### src/rtl/vls_pkg.sv
package vls_pkg;

    // Sampled levels of the two trigger pins.
    typedef struct packed {
        logic rise_pin;
        logic fall_pin;
    } trig_pair_t;

    // Sampled data path inputs.
    typedef struct packed {
        logic a;
        logic b;
        logic use_a;
    } data_sel_t;

    // Bit that the data select routes into the first stage.
    function automatic logic pick_bit(data_sel_t d);
        return d.use_a ? d.a : d.b;
    endfunction

    // A shift is qualified by a rising edge on one pin while the other is low,
    // or by a falling edge on the other pin while the first is high.
    function automatic logic shift_qualified(trig_pair_t now, trig_pair_t prev);
        logic up_ok;
        logic dn_ok;
        up_ok = now.rise_pin & ~prev.rise_pin & ~now.fall_pin;
        dn_ok = ~now.fall_pin & prev.fall_pin & now.rise_pin;
        return up_ok | dn_ok;
    endfunction

endpackage

### src/rtl/vls_sampler.sv
module vls_sampler
    import vls_pkg::*;
(
    input  logic       clk,
    input  logic       mrst,
    input  trig_pair_t pins,
    input  data_sel_t  data,
    output logic       shift,
    output logic       sel_bit
);

    trig_pair_t cur_q;
    trig_pair_t prev_q;
    data_sel_t  data_q;

    // Sampling runs during reset too, so pin history is valid at release.
    always_ff @(posedge clk) begin
        cur_q  <= pins;
        prev_q <= cur_q;
        data_q <= data;
    end

    // Both qualifying edges in one sample still give a single strobe.
    always_comb begin
        shift   = shift_qualified(cur_q, prev_q);
        sel_bit = pick_bit(data_q);
    end

    // A sampled high level on the falling-edge pin blocks every shift.
    assert_fallpin_high_blocks_R5: assert property (@(posedge clk) disable iff (mrst)
        cur_q.fall_pin |-> !shift)
        else $error("shift strobe while fall pin sampled high");

endmodule

### src/rtl/vls_rst_hold.sv
module vls_rst_hold (
    input  logic clk,
    input  logic mrst,
    output logic hold
);

    // Set at once by the master reset, cleared only by a clock edge.
    // The first edge after release therefore still sees hold high.
    always_ff @(posedge clk or posedge mrst) begin
        if (mrst) hold <= 1'b1;
        else      hold <= 1'b0;
    end

endmodule

### src/rtl/vls_chain.sv
module vls_chain #(
    parameter int DEPTH = 64,
    localparam int LW   = $clog2(DEPTH)
) (
    input  logic          clk,
    input  logic          mrst,
    input  logic          hold,
    input  logic          shift,
    input  logic          din,
    input  logic [LW-1:0] len_sel,
    output logic          tap
);

    logic [DEPTH-1:0] store;
    logic [DEPTH-1:0] nxt_vec;
    logic             adv;

    assign adv = shift & ~hold;

    // Index 0 is the first position; each stage takes its lower neighbour.
    for (genvar g = 0; g < DEPTH; g++) begin : g_stage
        if (g == 0) begin : g_head
            assign nxt_vec[g] = din;
        end else begin : g_body
            assign nxt_vec[g] = store[g-1];
        end
    end

    always_ff @(posedge clk or posedge mrst) begin
        if (mrst)     store <= '0;
        else if (adv) store <= nxt_vec;
    end

    // The tap follows len_sel directly; position len_sel+1 is index len_sel.
    assign tap = store[len_sel];

    assert_head_takes_input_R4: assert property (@(posedge clk) disable iff (mrst)
        adv |=> store[0] == $past(din))
        else $error("first stage missed the input bit");

    assert_idle_keeps_contents_R4: assert property (@(posedge clk) disable iff (mrst)
        !adv |=> $stable(store))
        else $error("contents moved without a shift");

    assert_release_edge_empty_R8: assert property (@(posedge clk) disable iff (mrst)
        hold |=> store == '0)
        else $error("register changed on the reset release edge");

endmodule

### src/rtl/varlen_shifter.sv
module varlen_shifter
    import vls_pkg::*;
#(
    parameter int DEPTH = 64,
    localparam int LW   = $clog2(DEPTH)
) (
    input  logic          clk,
    input  logic          mrst,
    input  logic          trig_r,
    input  logic          trig_f,
    input  logic          din_a,
    input  logic          din_b,
    input  logic          use_a,
    input  logic [LW-1:0] len_sel,
    output logic          dout,
    output logic          dout_n
);

    trig_pair_t pins;
    data_sel_t  data;
    logic       shift;
    logic       sel_bit;
    logic       hold;
    logic       tap;

    assign pins = '{rise_pin: trig_r, fall_pin: trig_f};
    assign data = '{a: din_a, b: din_b, use_a: use_a};

    vls_sampler u_sampler (
        .clk     (clk),
        .mrst    (mrst),
        .pins    (pins),
        .data    (data),
        .shift   (shift),
        .sel_bit (sel_bit)
    );

    vls_rst_hold u_hold (
        .clk  (clk),
        .mrst (mrst),
        .hold (hold)
    );

    vls_chain #(.DEPTH(DEPTH)) u_chain (
        .clk     (clk),
        .mrst    (mrst),
        .hold    (hold),
        .shift   (shift),
        .din     (sel_bit),
        .len_sel (len_sel),
        .tap     (tap)
    );

    // The master reset also forces the outputs directly.
    assign dout   = tap & ~mrst;
    assign dout_n = ~dout;

endmodule

### config.mk
export PLATFORM = sky130hd
export DESIGN_NAME = varlen_shifter
export DESIGN_NICKNAME = d
export VERILOG_FILES = /design/src/rtl/vls_pkg.sv /design/src/rtl/vls_sampler.sv /design/src/rtl/vls_rst_hold.sv /design/src/rtl/vls_chain.sv /design/src/rtl/varlen_shifter.sv
export SDC_FILE = /design/constraint.sdc
export NUM_CORES = 1
export LEC_CHECK = 0
export ABC_AREA = 1
export BUFFER_PORTS_ARGS = -buffer_cell sky130_fd_sc_hd__buf_2
export CAP_MARGIN = 20
export CORE_MARGIN = 1.5
export CORE_UTILIZATION = 35
export CTS_BUF_LIST = sky130_fd_sc_hd__clkbuf_16
export CTS_CLUSTER_DIAMETER = 80
export DETAILED_ROUTE_END_ITERATION = 10
export HOLD_SLACK_MARGIN = 0.06
export SLEW_MARGIN = 5
export SYNTH_ARGS = -nofsm -noshare
export SYNTH_HDL_FRONTEND = slang
export SYNTH_SLANG_ARGS = --single-unit
### constraint.sdc
create_clock -name clk -period 4.7 [get_ports clk]
set_clock_uncertainty 0.1 [all_clocks]
set_input_delay 0 -clock clk [delete_from_list [all_inputs] [get_ports clk]]
set_output_delay 0 -clock clk [all_outputs]
set_load 0.01 [all_outputs]
### Yosys cells after proc, flatten, opt, wreduce, memory -nomap -nowiden

Cells that the tools add are included.

* register bits: 72
* bits of input ports: 13
* output and inout port bits: 2
* logic and storage cells: 25

* order comparisons: 1
* multiplexer cells: 3
* bitwise gates (word level): 12

Operator list (count)
* $lt 6x7->1 const B: 1
* $and 1x1->1: 6
* $bmux 1 s6: 1
* $not 1->1: 5
* $mux 1: 2
* $or 1x1->1: 1

### Longest topological paths before layout

Gate-level depths: netlist (run 1).

* word-level depth: 5
* mapped depth: 12
* mapped depth without buffers: 10

### By module

From an unflattened synthesis (run 1), not the netlist that was laid out.

* cells, all modules: 411
* area total of the unflattened synthesis: 3269.4 µm²

By module, submodules not included
* vls_chain: times used 1, cells an instance 389, area an instance 3046.7 µm², seq. area each 1601.5 µm²
* vls_sampler: times used 1, cells an instance 15, area an instance 171.4 µm², seq. area each 140.1 µm²
* vls_rst_hold: times used 1, cells an instance 3, area an instance 33.8 µm², seq. area each 26.3 µm²
* varlen_shifter: times used 1, cells an instance 4, area an instance 17.5 µm², seq. area each 0.0 µm²

### Least setup slack after synthesis (run 1)

OpenSTA, ideal clock, no wires.

* path type: input -> output
* start point: input mrst
* end point: output dout_n
* arrival: 1650 ps
* required time: 4600 ps
* slack: 2950 ps
* cell stages on the path: 2
* buffers on the path: 0
* cells stage by stage: inv_1 nand2_1

* longest elaborated chain between the ends: 3

RTL lines
* start: declaration: line varlen_shifter.sv:8 `input logic mrst,`
* $not 1->1: line varlen_shifter.sv:55 `assign dout = tap & ~mrst;`
* $and 1x1->1: line varlen_shifter.sv:55
* $not 1->1: line varlen_shifter.sv:56 `assign dout_n = ~dout;`
* end: declaration: line varlen_shifter.sv:16 `output logic dout_n`

No other way between the ends.

### Worst setup path after layout (run 1)

* start point: register u_hold.hold
* end point: register u_chain.store[34]

* longest elaborated chain between the ends: 2

RTL lines
* start: declaration: line vls_rst_hold.sv:4 `output logic hold`
* start signal: assignment: line vls_rst_hold.sv:10 `if (mrst) hold <= 1'b1;`
* start signal: assignment: line vls_rst_hold.sv:11 `else hold <= 1'b0;`
* $not 1->1: line vls_chain.sv:18 `assign adv = shift & ~hold;`
* $and 1x1->1: line vls_chain.sv:18
* end signal: assignment: line vls_chain.sv:31 `else if (adv) store <= nxt_vec;`
* end: declaration: line vls_chain.sv:14 `logic [DEPTH-1:0] store;`

No other way between the ends.
A chain may end at the register's enable or synchronous reset.

==> results of run 1 <==
final cells by class:
type,instances,area (sq um)
fill,921,5444
sequential,72,1768
multi-input combinational,270,1249
clock buffer,10,250.2
inverter,43,166.4
tap,129,161.4
timing repair buffer,23,152.6
clock inverter,6,48.80
logic make-up after synthesis:
logic type / Yosys count
buf+inv: 66
other cells: 1
compound gates: 68
simple gates: 201
flops: 72
worst paths after layout:
check,start,to
min reg2reg,u_sampler.cur_q[0]$_DFF_P_,u_sampler.prev_q[0]$_DFF_P_
max reg2reg,u_hold.hold$_DFF_PP1_,u_chain.store[34]$_DFFE_PP0P_
max,u_hold.hold$_DFF_PP1_,u_chain.store[34]$_DFFE_PP0P_
min in group clk,trig_f,u_sampler.cur_q[0]$_DFF_P_
max in group asynchronous,mrst,u_chain.store[56]$_DFFE_PP0P_
min,mrst,u_chain.store[26]$_DFFE_PP0P_
power groups by stage:
stage / logic, mW / clock network (mW) / registers (mW)
2_1_floorplan: 0.0789 / 0 / 0.657
3_3_place_gp: 0.0981 / 0 / 0.660
3_5_place_dp: 0.0991 / 0 / 0.660
4_1_cts: 0.103 / 0.685 / 0.649
5_1_grt: 0.116 / 0.713 / 0.651
6_report: 0.101 / 0.671 / 0.649
registers in the layout (all words and copies together), names as in the netlist:
| name | count |
|---|---|
| u_chain.store | 64 |
| u_hold.hold | 1 |
| u_sampler.cur_q | 2 |
| u_sampler.data_q | 3 |
| u_sampler.prev_q | 2 |
per-stage QoR:
step | setup WS [ps] | cells
2_1_floorplan | 2950 | 408
3_3_place_gp | 2587 | 531
3_5_place_dp | 2516 | 531
4_1_cts | 2508 | 553
5_1_grt | 2258 | 553
6_report | 2538 | 553
repair_timing:
action                     4_1_cts  5_1_grt
resized for setup                0        0
hold buffers                     6        0
setup endpoints to repair        0        0
hold endpoints to repair        30        0
critical path, cell delays in order (launching register included):
cell     delay, ps
dfstp_2        520
nor2_1          40
nand3_2         40
buf_4          470
inv_2          320
buf_4          340
nand2_1         90
o21ai_0         90
cell usage in the layout (no fill, tap or decap), drive strengths merged:
master       Yosys  final
o211ai           1      1
nand3           53     53
conb             1      1
a21oi            3      3
inv             42     45
dfxtp            7      7
dfstp            1      1
clkinvlp         0      3
nand2          147    147
clkinv           1      1
o21ai           64     64
nor2             1      1
dfrtp           64     64
buf             13     17
dlygate4sd3      0      6
clkbuf          10     10
routing by layer:
layer	GRT usage (%)	vias to the layer above
met3	3.883	8
met4	5.200	0
li1	-	1316
met1	19.32	1195
met2	23.23	54
met5	0	-
==> key figures, run 1 <==
Run status
  – Status: finished clean

Power
  – Pint: 1.064 mW
  – Pwr dens: 374.3 nW/um^2
  – Worst vdd ir: 160.6 uV
  – Switching Share: 25.09%
  – Power share of the combinational group: 7.1%
  – Sequential share of power: 45.7%
  – Switching power total: 0.3566 mW
  – Final Power: 1.421 mW
  – Clock network fraction of total power: 47.2%
  – Leakage Power: 1.701 nW

Worst setup path
  – Worst reg-to-reg setup slack: 2540 ps
  – Crit path capture type: flop
  – Crit Path Max Fanout: 65
  – WP data arrival: 2260 ps
  – Critical path data required time: 4800 ps
  – Kind of critical path: reg2reg
  – Startpoint type of the worst setup path: flop
  – FF-to-FF path depth: 7

Placement
  – DP Wirelength: 4.106 mm
  – Gp weighted congestion: 0.7127
  – Buffers added on ports: 14
  – Placed cell areas: 3437 sq um

Route
  – DRT Wirelength: 6.876 mm
  – DR pass1 iterations: 4
  – Post-DRT Antenna Nets: 0
  – DRT met1 WL: 3.151 mm
  – DR vias/cell: 4.653
  – Starting DRT DRC Count: 136
  – DRC viols: 0
  – Max Used Layer: met4
  – Met3 wire len: 360 um
  – DR WL met2: 3.274 mm
  – Via count: 2,573
  – DR WL/cell: 12.43 um

Clock network
  – Clk_lat worst skew: 330 ps
  – H-tree levels: 3
  – CTS buffer count: 9
  – Worst-path clk slew: 60 ps
  – Post-CTS setup buffer count: 0
  – CTS tree: built
  – Clock tree buffer depth: 2
  – Clock sinks: 72
  – Root buffer cell: clkbuf_16

Final layout
  – Synth-to-Final Area Change: 13.68%
  – Fin area: 3796 sq um
  – Core Util, Final: 41.08%
  – Nets: 432
  – Layout cells sized above 1: 13.21%
  – ANT cells: 0

Synth
  – Async SR Flop Fraction: 90.28%
  – Synth Area in Simple Gates: 26.75%
  – #FFs+latches synth: 72
  – Avg Cell Area, Syn: 8.185 sq um
  – Post-synth top area share: 47.96%
  – Compound-gate portion of the synthesized area: 10.38%
  – Syn Nets: 421
  – Number of synthesized flops with an enable pin: 0
  – Synth warnings: 0
  – Main combinational cell family by area after synthesis: simple AND/OR/NAND/NOR gates
  – Distinct cell type count after synthesis: 24
  – Synthesized-area fraction occupied by adder cells: 0%
  – Most frequent cell after synthesis: nand2_1
  – Cell count after synthesis: 408
  – Most common flop cell mapped by yosys: dfrtp_1
  – Synth top cells by count: nand2_1 (146), dfrtp_1 (64), o21ai_0 (62)
  – Synthesized area: 3339 sq um
  – Synth area leaders: dfrtp_1 (48%), nand2_1 (16%), o21ai_0 (9.3%), nand3_1 (5.8%), inv_1 (4.3%)
  – Xor-xnor portion of the synthesized cell area: 0%
  – Synth area leader: dfrtp_1
  – Sequential share of the synthesized area: 52.94%
  – Mux share of post-synthesis cell area: 0%

Hold path
  – Worst min path class: in2async

Floorplan
  – Site Rows: 35
  – Die Ht: 100.7 um
  – Die Wd: 100.7 um
  – # IOs: 15
  – DIE AREA: 10,140 sq um
  – Initial Util: 36.14%
  – Core Area: 9240 sq um

Global routing
  – Initial antenna violation count: 0
  – Gr ovfl total: 0
  – Total GRT Usage: 14.66%
  – Largest net degree at the start of global routing: 66
  – First-pass GRT wire length: 11.61 mm
  – Vias in the first global route: 2,404

Job
  – Max_cap viols: 0

Timing
  – Slew @ Worst Pin: 719.0 ps
  – Final setup violation count: 0
  – Final hold slack: 172.8 ps
  – Post-route clock period utilization: 46.00%
  – RSZ-0062 raised after global routing: no
  – Hold Fails Final Rpt: 0
  – Slew margin rel.: 52.07%
  – Fmax: 462.5 MHz
  – Final min period: 2162 ps
  – Final-report max-slew violation count: 0
  – TNS Setup: 0 ps
Note: power is estimated with default switching activity, not from simulation.
==> run 2: changes to the inputs <==
==> constraint.sdc (replaced) <==
create_clock -name clk -period 2.3 [get_ports clk]
set_clock_uncertainty 0.1 [all_clocks]
set_input_delay 0 -clock clk [delete_from_list [all_inputs] [get_ports clk]]
set_output_delay 0 -clock clk [all_outputs]
set_load 0.01 [all_outputs]
==> run 2 against run 1 <==
Against the previous run:
- final cell count up 0.54%
- hold slack better by 19 ps
- non-clock buffer count up 3
- critical path type is now reg2out
- largest cell class unchanged
- largest power group unchanged
==> key figures, run 2 (synthesized netlist as in run 1, its figures left out) <==
Run status
  – Status: finished clean

Timing
  – Slew @ Worst Pin: 566.9 ps (-152.1 ps)
  – Fmax: 608.7 MHz
  – Final min period: 1643 ps
  – Post-route clock period utilization: 71.43%
  – Final setup violation count: 0 (unchanged)
  – RSZ-0062 raised after global routing: no
  – Hold Fails Final Rpt: 0 (unchanged)
  – Slew margin rel.: 62.21% (+10 points)
  – TNS Setup: 0 ps (unchanged)
  – Final-report max-slew violation count: 0 (unchanged)

Final layout
  – Max FFs per register: 64 (unchanged)
  – Biggest register: u_chain.store
  – Final std cells w/o fill: 556 (+0.54%)
  – Biggest regs: u_chain.store (64), u_sampler.data_q (3)
  – ANT cells: 0 (unchanged)
  – Most common cell after layout, fill and taps aside: nand2_1
  – Layout cells sized above 1: 13.35% (+0.14 points)
  – Commonest non-fill, non-tap cells in the layout: nand2_1 (146), dfrtp_1 (64), o21ai_0 (62)
  – Synth-to-Final Area Change: 14.99%
  – Nets: 435 (+0.69%)

Route
  – Starting DRT DRC Count: 198 (+46%)
  – Via count: 2,581 (+0.31%)
  – DRC viols: 0 (unchanged)
  – DR WL/cell: 12.31 um (-1.0%)
  – DR vias/cell: 4.642 (-0.23%)
  – DRT Wirelength: 6.844 mm (-0.47%)
  – DR pass1 iterations: 4 (unchanged)
  – Post-DRT Antenna Nets: 0 (unchanged)

Floorplan
  – DIE AREA: 10,140 sq um (unchanged)
  – # IOs: 15 (unchanged)
  – Die Ht: 100.7 um (unchanged)
  – Die Wd: 100.7 um (unchanged)
  – Initial Util: 36.14% (unchanged)
  – Core Area: 9240 sq um (unchanged)
  – Site Rows: 35 (unchanged)

Worst setup path
  – Max stage delay cell, worst path: dfrtp_1
  – Crit path capture type: output pin
  – Critical path data required time: 2200 ps (-2600 ps)
  – Top cell by count, worst path: nand2_1
  – Sequence of cells on the critical path: a21oi_1 > o21ai_1 > nand3_1 > nand2_1 > nand2_1 > nand3_1 > nand3_2 > nand2_1 > nand2_1 > buf_2
  – Max incr delay on CP: 400 ps (-120 ps)
  – Kind of critical path: reg2out
  – Startpoint type of the worst setup path: flop
  – CP Buf/Inv Count: 1 (-2)
  – FF-to-FF path depth: 4 (-3)
  – Crit Path Max Fanout: 3 (-95%)
  – Family with the most delay on the worst path: simple AND/OR/NAND/NOR gates
  – End of the worst register-to-register path: u_chain.store[29]$_DFFE_PP0P_
  – Worst reg-to-reg setup slack: 760 ps (-1780 ps)
  – WP data arrival: 1540 ps (-720 ps)
  – Worst r2r src: u_hold.hold$_DFF_PP1_

Job
  – Max_cap viols: 0 (unchanged)

Clock network
  – Clock sinks: 72 (unchanged)
  – Post-CTS setup buffer count: 0 (unchanged)
  – Clock tree buffer depth: 2 (unchanged)
  – Worst-path clk slew: 60 ps (about the same)
  – CTS tree: built
  – Clk_lat worst skew: 330 ps (about the same)
  – Post-CTS sizing: 0 (unchanged)
  – Cts hold-fix bufs: 6 (unchanged)
  – Root buffer cell: clkbuf_16
  – H-tree levels: 3 (unchanged)
  – CTS buffer count: 9 (unchanged)

Power
  – Pint: 2.235 mW (+110%)
  – Sequential share of power: 45.2% (-0.5 points)
  – Switching power total: 0.6994 mW (+96%)
  – Leakage Power: 1.729 nW (+1.6%)
  – Switching Share: 23.83% (-1.3 points)
  – Clock network fraction of total power: 47.6% (+0.4 points)
  – Worst vdd ir: 261.0 uV (+63%)
  – Power share of the combinational group: 7.2% (about the same)
  – Pwr dens: 764.2 nW/um^2 (+100%)

Global routing
  – Largest net degree at the start of global routing: 65 (-1.5%)
  – Vias in the first global route: 2,627 (+9.3%)
  – First-pass GRT wire length: 12.12 mm (+4.5%)
  – Gr ovfl total: 0 (unchanged)
  – Total GRT Usage: 15.09% (+0.43 points)
  – Initial antenna violation count: 0 (unchanged)

Placement
  – Gp weighted congestion: 0.7608 (+6.7%)
  – DP Wirelength: 4.246 mm (+3.4%)
  – Dpl cells: 534 (+0.56%)
  – Buffers added on ports: 14 (unchanged)

Hold path
  – Worst min path class: in2async
## run 2: how the worst max path moves through the flow
stage                                             from      to  slack [ps]  depth (start not counted)
final                     u_chain.store[3]$_DFFE_PP0P_  dout_n         660                         10
after global routing      u_chain.store[9]$_DFFE_PP0P_  dout_n         450                         10
after CTS                 u_chain.store[3]$_DFFE_PP0P_  dout_n         630                         10
after detailed placement                    len_sel[0]    dout         730                         11
after global placement                      len_sel[0]    dout         750                         11
after floorplan                                   mrst  dout_n         550                          2
## run 2: power groups by stage
stage / clock network [mW] / logic, mW / registers, mW
CTS: 1.42 / 0.214 / 1.33
finish: 1.40 / 0.210 / 1.33
detailed placement: 0 / 0.205 / 1.35
global placement: 0 / 0.202 / 1.35
global route: 1.48 / 0.242 / 1.33
floorplan: 0 / 0.161 / 1.34
## run 2: layout make-up
class | instances | area, sq um
fill | 929 | 5400
tap | 129 | 161.4
multi-input combinational | 270 | 1249
sequential | 72 | 1768
clock buffer | 11 | 275.3
timing repair buffer | 26 | 187.7
clock inverter | 5 | 32.53
inverter | 43 | 166.4
## run 2: layer usage
metal / global-route usage (%) / share of wire (%)
met3: 4.092 / 3.7
met1: 20.19 / 50
met4: 5.742 / 2.0
met2: 23.34 / 44
met5: 0 / 0
## run 2: stage by stage
step                hold slack, ps  power, mW  util, %  setup WS, ps  area, sq um
global placement             2.428      1.551    37.58         746.6         3472
finish                       191.4      2.934    41.56         657.1         3840
floorplan                   -74.00      1.504        -         549.7         3339
detailed placement           4.412      1.554    37.58         726.7         3472
CTS                          190.5      2.956    41.56         635.0         3840
global route                 200.2      3.054    41.56         451.4         3840
## run 2: worst register-to-register path: stages (launching register included)
cell and delay [ps]:
dfstp_2 520, nor2_1 40, nand3_2 60, buf_4 480, o21ai_0 190
==> run 3: changes to the inputs <==
==> constraint.sdc (replaced) <==
create_clock -name clk -period 1.5 [get_ports clk]
set_clock_uncertainty 0.1 [all_clocks]
set_input_delay 0 -clock clk [delete_from_list [all_inputs] [get_ports clk]]
set_output_delay 0 -clock clk [all_outputs]
set_load 0.01 [all_outputs]
==> run 3 against run 2 <==
Against the previous run:
- the run now ends with setup timing left
- first-iteration DRC count fell by 31%
- routed wire length rose by 2.6%
- critical path depth fell by 1
- die area did not move
- largest cell class unchanged
==> key figures, run 3 (synthesized netlist as in run 1, its figures left out) <==
Global routing
  – Vias in the first global route: 2,659 (+1.2%)
  – Initial antenna violation count: 0 (unchanged)
  – First-pass GRT wire length: 12.37 mm (+2.0%)
  – Largest net degree at the start of global routing: 66 (+1.5%)
  – Total GRT Usage: 15.37% (+0.28 points)
  – Gr ovfl total: 0 (unchanged)

Hold path
  – Worst min path class: in2reg
  – Hold Path Sink: u_sampler.cur_q[1]$_DFF_P_
  – Hold path start: trig_r
  – Hold Path Depth: 2

Clock network
  – Clk_lat worst skew: 330 ps (about the same)
  – Worst-path clk slew: 60 ps (about the same)
  – H-tree levels: 3 (unchanged)
  – Clock tree buffer depth: 2 (unchanged)
  – CTS buffer count: 9 (unchanged)
  – Clock sinks: 72 (unchanged)
  – Root buffer cell: clkbuf_16
  – CTS tree: built

Worst setup path
  – Critical path data required time: 1400 ps (-800 ps)
  – End of the worst register-to-register path: u_chain.store[46]$_DFFE_PP0P_
  – Max incr delay on CP: 350 ps (-50 ps)
  – Max stage delay cell, worst path: dfrtp_1
  – FF-to-FF path depth: 6 (+2)
  – Crit Path Max Fanout: 2 (-1)
  – Family with the most delay on the worst path: simple AND/OR/NAND/NOR gates
  – Kind of critical path: reg2out
  – Sequence of cells on the critical path: nand2_1 > nand3_1 > nand3_2 > nand2_2 > nand2_2 > nand3_2 > nand3_4 > a21oi_2 > buf_2
  – Worst r2r src: u_hold.hold$_DFF_PP1_
  – CP Buf/Inv Count: 1 (unchanged)
  – Crit path capture type: output pin
  – Startpoint type of the worst setup path: flop
  – WP data arrival: 1500 ps (-40 ps)
  – Worst reg-to-reg setup slack: 180 ps (-580 ps)

Floorplan
  – Initial Util: 36.14% (unchanged)
  – Die Wd: 100.7 um (unchanged)
  – # IOs: 15 (unchanged)
  – Core Area: 9240 sq um (unchanged)
  – Site Rows: 35 (unchanged)
  – Die Ht: 100.7 um (unchanged)
  – DIE AREA: 10,140 sq um (unchanged)

Route
  – Starting DRT DRC Count: 137 (-31%)
  – Via count: 2,690 (+4.2%)
  – Met3 wire len: 195 um (-22%)
  – DRC viols: 0 (unchanged)
  – DR WL met2: 3.239 mm (+7.8%)
  – Post-DRT Antenna Nets: 0 (unchanged)
  – DR WL/cell: 11.99 um (-2.6%)
  – DR vias/cell: 4.590 (-1.1%)
  – DRT Wirelength: 7.024 mm (+2.6%)
  – DR pass1 iterations: 5 (+1)
  – DRT met1 WL: 3.516 mm (+1.9%)
  – Max Used Layer: met4

Placement
  – DP Wirelength: 4.389 mm (+3.4%)
  – Gp weighted congestion: 0.7839 (+3.0%)
  – Buffers added on ports: 14 (unchanged)

Final layout
  – Register cell area after layout: 1768 sq um (unchanged)
  – Commonest non-fill, non-tap cells in the layout: nand2_1 (139), dfrtp_1 (64), o21ai_0 (62)
  – Max FFs per register: 64 (unchanged)
  – Most common cell after layout, fill and taps aside: nand2_1
  – Core Util, Final: 45.81% (+4.3 points)
  – # fillers: 903 (-2.8%)
  – Biggest regs: u_chain.store (64), u_sampler.data_q (3)
  – Layout cells sized above 1: 23.63% (+10 points)
  – Synth-to-Final Area Change: 26.75%
  – Nets: 465 (+6.9%)
  – ANT cells: 0 (unchanged)
  – Footprint of the multi-input gates: 1329 sq um (+6.4%)
  – Biggest register: u_chain.store

Job
  – Max_cap viols: 0 (unchanged)

Timing
  – RSZ-0062 raised after global routing: yes
  – Hold Fails Final Rpt: 0 (unchanged)
  – Final setup margin: -95.73 ps (-752.8 ps)
  – Final setup violation count: 2 (+2)
  – Final min period: 1596 ps
  – Final hold slack: 200.7 ps (+9.297 ps)
  – Post-route clock period utilization: 106.4%
  – Final-report max-slew violation count: 0 (unchanged)
  – Fmax: 626.7 MHz

Run status
  – Status: complete, but fails checks
  – Failing checks: setup timing

Power
  – Worst vdd ir: 581.8 uV (+120%)
  – Final Power: 4.690 mW (+60%)
  – Pwr dens: 1108 nW/um^2 (+45%)
  – Leakage Power: 1.938 nW (+12%)
[run 3: cell type report]
type                    instances  area share, %
clock inverters                 4         0.6799
flip-flops and latches         72          41.77
well taps                     129          3.813
inverters                      43          4.020
multi-input cells             270          31.39
repair buffers                 56          11.23
clock buffers                  12          7.094
[run 3: how the worst max path moves through the flow]
| stage | cells past startpoint | slack, ps | endpoint | start |
|---|---|---|---|---|
| 2_1_floorplan | 5 | 130 | u_chain.store[11]$_DFFE_PP0P_ | u_hold.hold$_DFF_PP1_ |
| 3_3_place_gp | 6 | 220 | u_chain.store[24]$_DFFE_PP0P_ | u_hold.hold$_DFF_PP1_ |
| 3_5_place_dp | 6 | 180 | u_chain.store[46]$_DFFE_PP0P_ | u_hold.hold$_DFF_PP1_ |
| 4_1_cts | 9 | -120 | dout | u_chain.store[25]$_DFFE_PP0P_ |
| 5_1_grt | 9 | -220 | dout | u_chain.store[27]$_DFFE_PP0P_ |
| 6_report | 9 | -100 | dout | u_chain.store[25]$_DFFE_PP0P_ |
[run 3: timing repair]
action                     in CTS  in global routing
hold endpoints to repair       70                  0
resized for setup               0                 20
pin swaps                       2                 18
setup buffers                   7                 21
setup endpoints to repair       2                  2
hold buffers                    6                  0
gates cloned                    0                  0
[run 3: metal layers]
layer	vias up	global-route usage (%)
met4	0	4.767
met2	27	24.95
met3	6	3.953
met5	-	0
li1	1379	-
met1	1278	20.12
[run 3: through the flow]
step / setup WS [ps] / instance area [sq um] / cells / TNS, ps
2_1_floorplan: 129.3 / 3343 / 408 / 0
3_3_place_gp: 219.7 / 3553 / 536 / 0
3_5_place_dp: 178.7 / 3553 / 536 / 0
4_1_cts: -119.3 / 3995 / 565 / -238.4
5_1_grt: -218.9 / 4233 / 586 / -435.8
6_report: -95.73 / 4233 / 586 / -187.7
[run 3: power by group]
part           total [mW]  internal, mW  switching (mW)  leakage [nW]
logic               0.418         0.170           0.248         0.823
clock network        2.24          1.42           0.812         0.157
registers            2.04          2.00          0.0354         0.959
